**src/rtl/lbk_pkg.sv**
```systemverilog
`timescale 1ns/1ps
package lbk_pkg;
    localparam int SYM_DATA_W = 8;
    localparam int SYM_W      = SYM_DATA_W + 1;

    typedef struct packed {
        logic                  k;
        logic [SYM_DATA_W-1:0] data;
    } sym_t;
endpackage

```
**src/rtl/lbk_skp_fifo.sv**
```systemverilog
`timescale 1ns/1ps
module lbk_skp_fifo
    import lbk_pkg::*;
#(
    parameter int                    DEPTH    = 8,
    parameter logic [SYM_DATA_W-1:0] SKP_CODE = 8'h3C
) (
    input  logic                         clk_i,
    input  logic                         rst_ni,
    input  logic                         in_valid_i,
    input  sym_t                         in_sym_i,
    input  logic                         pop_i,
    output logic                         avail_o,
    output sym_t                         head_o,
    output logic [$clog2(DEPTH+1)-1:0]   cnt_o,
    output logic                         ovf_o
);
    localparam int PTR_W = (DEPTH > 1) ? $clog2(DEPTH) : 1;
    localparam int CNT_W = $clog2(DEPTH + 1);

    typedef struct packed {
        sym_t [DEPTH-1:0] mem;
        logic [PTR_W-1:0] wr;
        logic [PTR_W-1:0] rd;
        logic [CNT_W-1:0] cnt;
    } fifo_st_t;

    fifo_st_t st_d, st_q;
    logic     is_skp, push, full, accept;

    function automatic logic [PTR_W-1:0] ptr_inc(input logic [PTR_W-1:0] p);
        return (p == PTR_W'(DEPTH - 1)) ? '0 : p + PTR_W'(1);
    endfunction

    always_comb begin
        st_d   = st_q;
        is_skp = in_sym_i.k && (in_sym_i.data == SKP_CODE);
        push   = in_valid_i && !is_skp;
        full   = (st_q.cnt == CNT_W'(DEPTH));
        accept = push && (!full || pop_i);
        ovf_o  = push && full && !pop_i;
        if (pop_i) begin
            st_d.rd = ptr_inc(st_q.rd);
        end
        if (accept) begin
            st_d.mem[st_q.wr] = in_sym_i;
            st_d.wr           = ptr_inc(st_q.wr);
        end
        case ({accept, pop_i})
            2'b10:   st_d.cnt = st_q.cnt + CNT_W'(1);
            2'b01:   st_d.cnt = st_q.cnt - CNT_W'(1);
            default: st_d.cnt = st_q.cnt;
        endcase
    end

    always_ff @(posedge clk_i or negedge rst_ni) begin
        if (!rst_ni) begin
            st_q <= '0;
        end else begin
            st_q <= st_d;
        end
    end

    assign avail_o = (st_q.cnt != '0);
    assign head_o  = st_q.mem[st_q.rd];
    assign cnt_o   = st_q.cnt;
endmodule

```
**src/rtl/lbk_score.sv**
```systemverilog
`timescale 1ns/1ps
module lbk_score
    import lbk_pkg::*;
#(
    parameter int ERR_W    = 16,
    parameter int CMP_W    = 24,
    parameter int LOSS_RUN = 16
) (
    input  logic             clk_i,
    input  logic             rst_ni,
    input  logic             clr_i,
    input  logic             pop_i,
    input  sym_t             ref_sym_i,
    input  sym_t             rx_sym_i,
    input  logic             ovf_i,
    output logic [ERR_W-1:0] err_cnt_o,
    output logic [CMP_W-1:0] cmp_cnt_o,
    output logic             lost_o
);
    localparam int               RUN_W   = $clog2(LOSS_RUN + 1);
    localparam int               POP_W   = $clog2(SYM_W + 1);
    localparam logic [ERR_W-1:0] ERR_MAX = '1;

    typedef struct packed {
        logic [ERR_W-1:0] err;
        logic [CMP_W-1:0] cmp;
        logic [RUN_W-1:0] run;
        logic             lost;
    } score_st_t;

    score_st_t        st_d, st_q;
    logic [POP_W-1:0] diff_bits;
    logic [ERR_W:0]   err_sum;
    logic [RUN_W-1:0] run_inc;

    function automatic logic [POP_W-1:0] bit_count(input logic [SYM_W-1:0] v);
        logic [POP_W-1:0] n;
        n = '0;
        for (int i = 0; i < SYM_W; i++) begin
            n = n + POP_W'(v[i]);
        end
        return n;
    endfunction

    always_comb begin
        st_d      = st_q;
        diff_bits = bit_count(ref_sym_i ^ rx_sym_i);
        err_sum   = {1'b0, st_q.err} + (ERR_W+1)'(diff_bits);
        run_inc   = (st_q.run == RUN_W'(LOSS_RUN)) ? st_q.run : st_q.run + RUN_W'(1);
        if (pop_i) begin
            st_d.cmp = st_q.cmp + CMP_W'(1);
            st_d.err = err_sum[ERR_W] ? ERR_MAX : err_sum[ERR_W-1:0];
            if (diff_bits != '0) begin
                st_d.run = run_inc;
                if (run_inc == RUN_W'(LOSS_RUN)) begin
                    st_d.lost = 1'b1;
                end
            end else begin
                st_d.run = '0;
            end
        end
        if (ovf_i) begin
            st_d.lost = 1'b1;
        end
        if (clr_i) begin
            st_d = '0;
        end
    end

    always_ff @(posedge clk_i or negedge rst_ni) begin
        if (!rst_ni) begin
            st_q <= '0;
        end else begin
            st_q <= st_d;
        end
    end

    assign err_cnt_o = st_q.err;
    assign cmp_cnt_o = st_q.cmp;
    assign lost_o    = st_q.lost;
endmodule

```
**src/rtl/lbk_err_counter.sv**
```systemverilog
`timescale 1ns/1ps
module lbk_err_counter
    import lbk_pkg::*;
#(
    parameter int                    DEPTH    = 8,
    parameter int                    ERR_W    = 16,
    parameter int                    CMP_W    = 24,
    parameter int                    LOSS_RUN = 16,
    parameter logic [SYM_DATA_W-1:0] SKP_CODE = 8'h3C
) (
    input  logic                  clk_i,
    input  logic                  rst_ni,
    input  logic                  clr_i,
    input  logic                  ref_valid_i,
    input  logic                  ref_k_i,
    input  logic [SYM_DATA_W-1:0] ref_data_i,
    input  logic                  rx_valid_i,
    input  logic                  rx_k_i,
    input  logic [SYM_DATA_W-1:0] rx_data_i,
    output logic [ERR_W-1:0]      err_cnt_o,
    output logic [CMP_W-1:0]      cmp_cnt_o,
    output logic                  align_lost_o
);
    localparam int N_LANE = 2;
    localparam int CNT_W  = $clog2(DEPTH + 1);

    logic [N_LANE-1:0] lane_valid, lane_avail, lane_ovf;
    sym_t              lane_in   [N_LANE];
    sym_t              lane_head [N_LANE];
    logic [CNT_W-1:0]  lane_cnt  [N_LANE];
    logic              pair_pop;

    assign lane_valid = {rx_valid_i, ref_valid_i};
    assign lane_in[0] = {ref_k_i, ref_data_i};
    assign lane_in[1] = {rx_k_i, rx_data_i};
    assign pair_pop   = &lane_avail;

    for (genvar g = 0; g < N_LANE; g++) begin : g_lane
        lbk_skp_fifo #(
            .DEPTH    (DEPTH),
            .SKP_CODE (SKP_CODE)
        ) u_fifo (
            .clk_i      (clk_i),
            .rst_ni     (rst_ni),
            .in_valid_i (lane_valid[g]),
            .in_sym_i   (lane_in[g]),
            .pop_i      (pair_pop),
            .avail_o    (lane_avail[g]),
            .head_o     (lane_head[g]),
            .cnt_o      (lane_cnt[g]),
            .ovf_o      (lane_ovf[g])
        );
    end

    lbk_score #(
        .ERR_W    (ERR_W),
        .CMP_W    (CMP_W),
        .LOSS_RUN (LOSS_RUN)
    ) u_score (
        .clk_i     (clk_i),
        .rst_ni    (rst_ni),
        .clr_i     (clr_i),
        .pop_i     (pair_pop),
        .ref_sym_i (lane_head[0]),
        .rx_sym_i  (lane_head[1]),
        .ovf_i     (|lane_ovf),
        .err_cnt_o (err_cnt_o),
        .cmp_cnt_o (cmp_cnt_o),
        .lost_o    (align_lost_o)
    );
endmodule

```
**config.mk**
```make
export PLATFORM = sky130hd
export DESIGN_NAME = lbk_err_counter
export DESIGN_NICKNAME = d
export VERILOG_FILES = /design/src/rtl/lbk_pkg.sv /design/src/rtl/lbk_skp_fifo.sv /design/src/rtl/lbk_score.sv /design/src/rtl/lbk_err_counter.sv
export SDC_FILE = /design/constraint.sdc
export NUM_CORES = 1
export LEC_CHECK = 0
export BUFFER_PORTS_ARGS = -buffer_cell sky130_fd_sc_hd__buf_4
export CAP_MARGIN = 20
export CORE_AREA = 5 5 166 168
export CTS_BUF_LIST = sky130_fd_sc_hd__clkbuf_4
export DETAILED_ROUTE_END_ITERATION = 10
export DIE_AREA = 0 0 171 173
export SETUP_SLACK_MARGIN = 0.1
export SLEW_MARGIN = 10
export SYNTH_ARGS = -nofsm -noshare
export SYNTH_HDL_FRONTEND = slang
export SYNTH_SLANG_ARGS = --single-unit
```
**constraint.sdc**
```tcl
create_clock -name clk_i -period 12.1 [get_ports clk_i]
set_input_delay 2.42 -clock clk_i [delete_from_list [all_inputs] [get_ports clk_i]]
set_output_delay 2.42 -clock clk_i [all_outputs]
set_load 0.05 [all_outputs]
```
==> run metrics <==
final setup TNS=0 ns; reg2reg end=u_score.err_cnt_o[11]; count of pins over their slew limit=0; drt wl/cell=18.1 um; post-synthesis cell type count=67; largest net degree at the start of global routing=73; Top FF cell, synth=dfrtp_1; Setup crit end kind=flop; drt via density=~5.3; Sink Count=210; PortBufs=63; FF-to-FF setup slack=5.81 ns; area grow syn2layout=10.2%; Worst Hold Class=reg -> reg; hold path depth=1; Critical Path AT=between 6 and 7 ns; TritonCTS clock tree=yes; drt total wl=23.1 mm; most used cell, CP=fa_1; fmax=approximately 0.16 GHz; hold buffers post-CTS=0; critical path's slowest cell=dfrtp_1; syn_nets=roughly 910; initial core utilization=a little over two fifths; Worst-Margin Slew=a little under 1 ns; post-route minimum period=6.29 ns; YS warnings=0; mapped cell area=between 10,000 and 15,000 um2; clock latency on the worst-skew pair=around 0.69 ns; Syn Area/Cell=approximately 13 um2; WS Path Type=reg -> reg; CP required=~13 ns; Synth Instances=approximately 860; post-synth top area share=between 40% and 50%; Placer Congestion=slightly above 0.8; Clock Skew=~0.042 ns; delay of the slowest critical-path stage=0.78 ns; clk slew on worst S/H paths=0.06 ns; max_slew headroom=34.7%; Site Rows=59; Synth area leaders=dfrtp_1 (48%), mux2_2 (14%), mux4_2 (7.4%); CTS root buf=clkbuf_4; HPWL Detailed=approximately 15 mm; CTS max path bufs=3; hold_sp=g_lane[1].u_fifo.st_q[70]; # H-tree levels=2; first-pass GRT wire length=37.8 mm; worst r2r src=g_lane[1].u_fifo.st_q[4]; Hold EP=g_lane[1].u_fifo.st_q[70]; CTS Buf Count=57; largest fanout on the critical path=13; max cap viols=0; status=finished clean; Initial DRC Count=between 400 and 500; Worst R2R Path Depth=18; commonest non-fill, non-tap cells in the layout=dfrtp_1 (210), mux2_2 (138), clkbuf_4 (79); Pre-Repair DR Iteration Count=4; number of setup buffers added after CTS=0; Final setup viols=0; vias in the first global route=roughly 7,000; Seq/Total Area, Yosys=between 40% and 50%; Post-synth ARST share=100%; remaining design rule violation count=0; leading area contributor after synthesis=dfrtp_1; GR Overflow Total=0; die height=173 um; Core Area=approximately 26,000 um2; crit share post-route=around 52%; register bit total from synthesis=between 200 and 250; Die W=~170 um; final hold violation count=0; nets=963; via count=~6,800; commonest non-fill, non-tap cell in the layout=dfrtp_1; worst-path cell chain=mux4_2 -> mux2i_1 -> xor2_1 -> ha_1 -> fa_1 -> inv_1 -> fa_1 -> fa_1 -> inv_1 -> ha_1 -> fa_1 -> inv_1 -> fa_1 -> nor2b_1 -> o21a_1 -> nand3_1 -> a41o_1 -> a21oi_1; CP Launch Type=flop; Total Routing Usage GR=~16%; Resized Gates After CTS=0; Post-DRT Antenna Nets=0; die area=slightly below 30,000 um2; antenna violations before repair=1; Top-Level Pins=64; layout cells sized above 1=between 30% and 40%; Post-synth EDFFs=0; RSZ-0062 raised after global routing=false
==> registers in the layout, summed over array words and instances (netlist names) <==
name	cells
g_lane.u_fifo.st_q	156
g_lane.u_fifo.cnt_o	8
u_score.cmp_cnt_o	24
u_score.st_q	5
u_score.err_cnt_o	16
u_score.lost_o	1
==> cells in the mapped netlist, drive strengths merged, types with 4 or more instances <==
master and instances:
dfrtp 210, mux2 148, buf 60, nand2 40, inv 38, mux4 36, nor2 36, xnor2 27
ha 26, mux2i 21, nor3 21, clkbuf 17, nand3 17, o21ai 17, nor4 16, a21oi 13
xor2 12, a21o 9, a31oi 8, fa 8, nand4 8, or3 6, and4 4, nand2b 4
==> final cells by class <==
cell class              instances  area [um2]
diodes                          1        2.50
clock buffers                  79         593
clock inverters                12        53.8
fillers                      2397       13700
inverters                      38         143
multi-input cells             532        5120
flip-flops and latches        210        5260
well taps                     335         419
repair buffers                 67         509
==> stage by stage <==
| stage | setup slack, ns | cell area, um2 | util (%) | hold WS [ns] | instances |
|---|---|---|---|---|---|
| after floorplan | 6.48 | 11000 | - | 0.452 | 857 |
| after global placement | 5.87 | 11500 | 44.4 | 0.478 | 1182 |
| after detailed placement | 5.82 | 11500 | 44.4 | 0.471 | 1182 |
| after CTS | 5.81 | 12100 | 47.0 | 0.484 | 1273 |
| after global routing | 5.41 | 12100 | 47.0 | 0.512 | 1274 |
| final | 5.81 | 12100 | 47.0 | 0.482 | 1274 |
==> critical path: cells and delay by family (launching register included) <==
family | cells | cell delay (ns)
flops | 1 | 0.78
xor+xnor | 1 | 0.23
compound gates | 3 | 0.70
buf+inv | 3 | 0.17
simple gates | 2 | 0.56
fa+ha+maj | 7 | 3.03
mux | 2 | 0.76
==> kinds of logic after synthesis <==
group,share of synthesized area [%]
flip-flops,47.9
multiplexers,24.8
AND/OR/NAND/NOR,9.10
buffers and inverters,5.56
AO/OA/AOI/OAI,5.13
XOR/XNOR,3.11
adder cells (fa/ha/maj),4.42
==> routing by layer <==
metal  GRT usage (%)  wire length (um)  vias to the layer above
met3            3.49              1250                       35
met4            4.23               373                        0
met2            23.9             10300                      141
li1                -                 -                     3212
met1            23.1             11100                     3423
met5               0                 0                        -
==> worst max-delay path by stage <==
stage                                   startpoint                    end  slack (ns)  depth (start not counted)
after floorplan           g_lane[0].u_fifo.st_q[4]   u_score.err_cnt_o[8]        6.48                         18
after detailed placement  g_lane[1].u_fifo.st_q[4]  u_score.err_cnt_o[11]        5.82                         18
after CTS                 g_lane[1].u_fifo.st_q[4]  u_score.err_cnt_o[11]        5.81                         18
after global placement    g_lane[1].u_fifo.st_q[4]  u_score.err_cnt_o[11]        5.87                         18
after global routing      g_lane[1].u_fifo.st_q[4]  u_score.err_cnt_o[11]        5.41                         19
final                     g_lane[1].u_fifo.st_q[4]  u_score.err_cnt_o[11]        5.81                         18
Power is not shown: default switching activity piles up to over one toggle a cycle in this logic, so the estimate is an artifact.
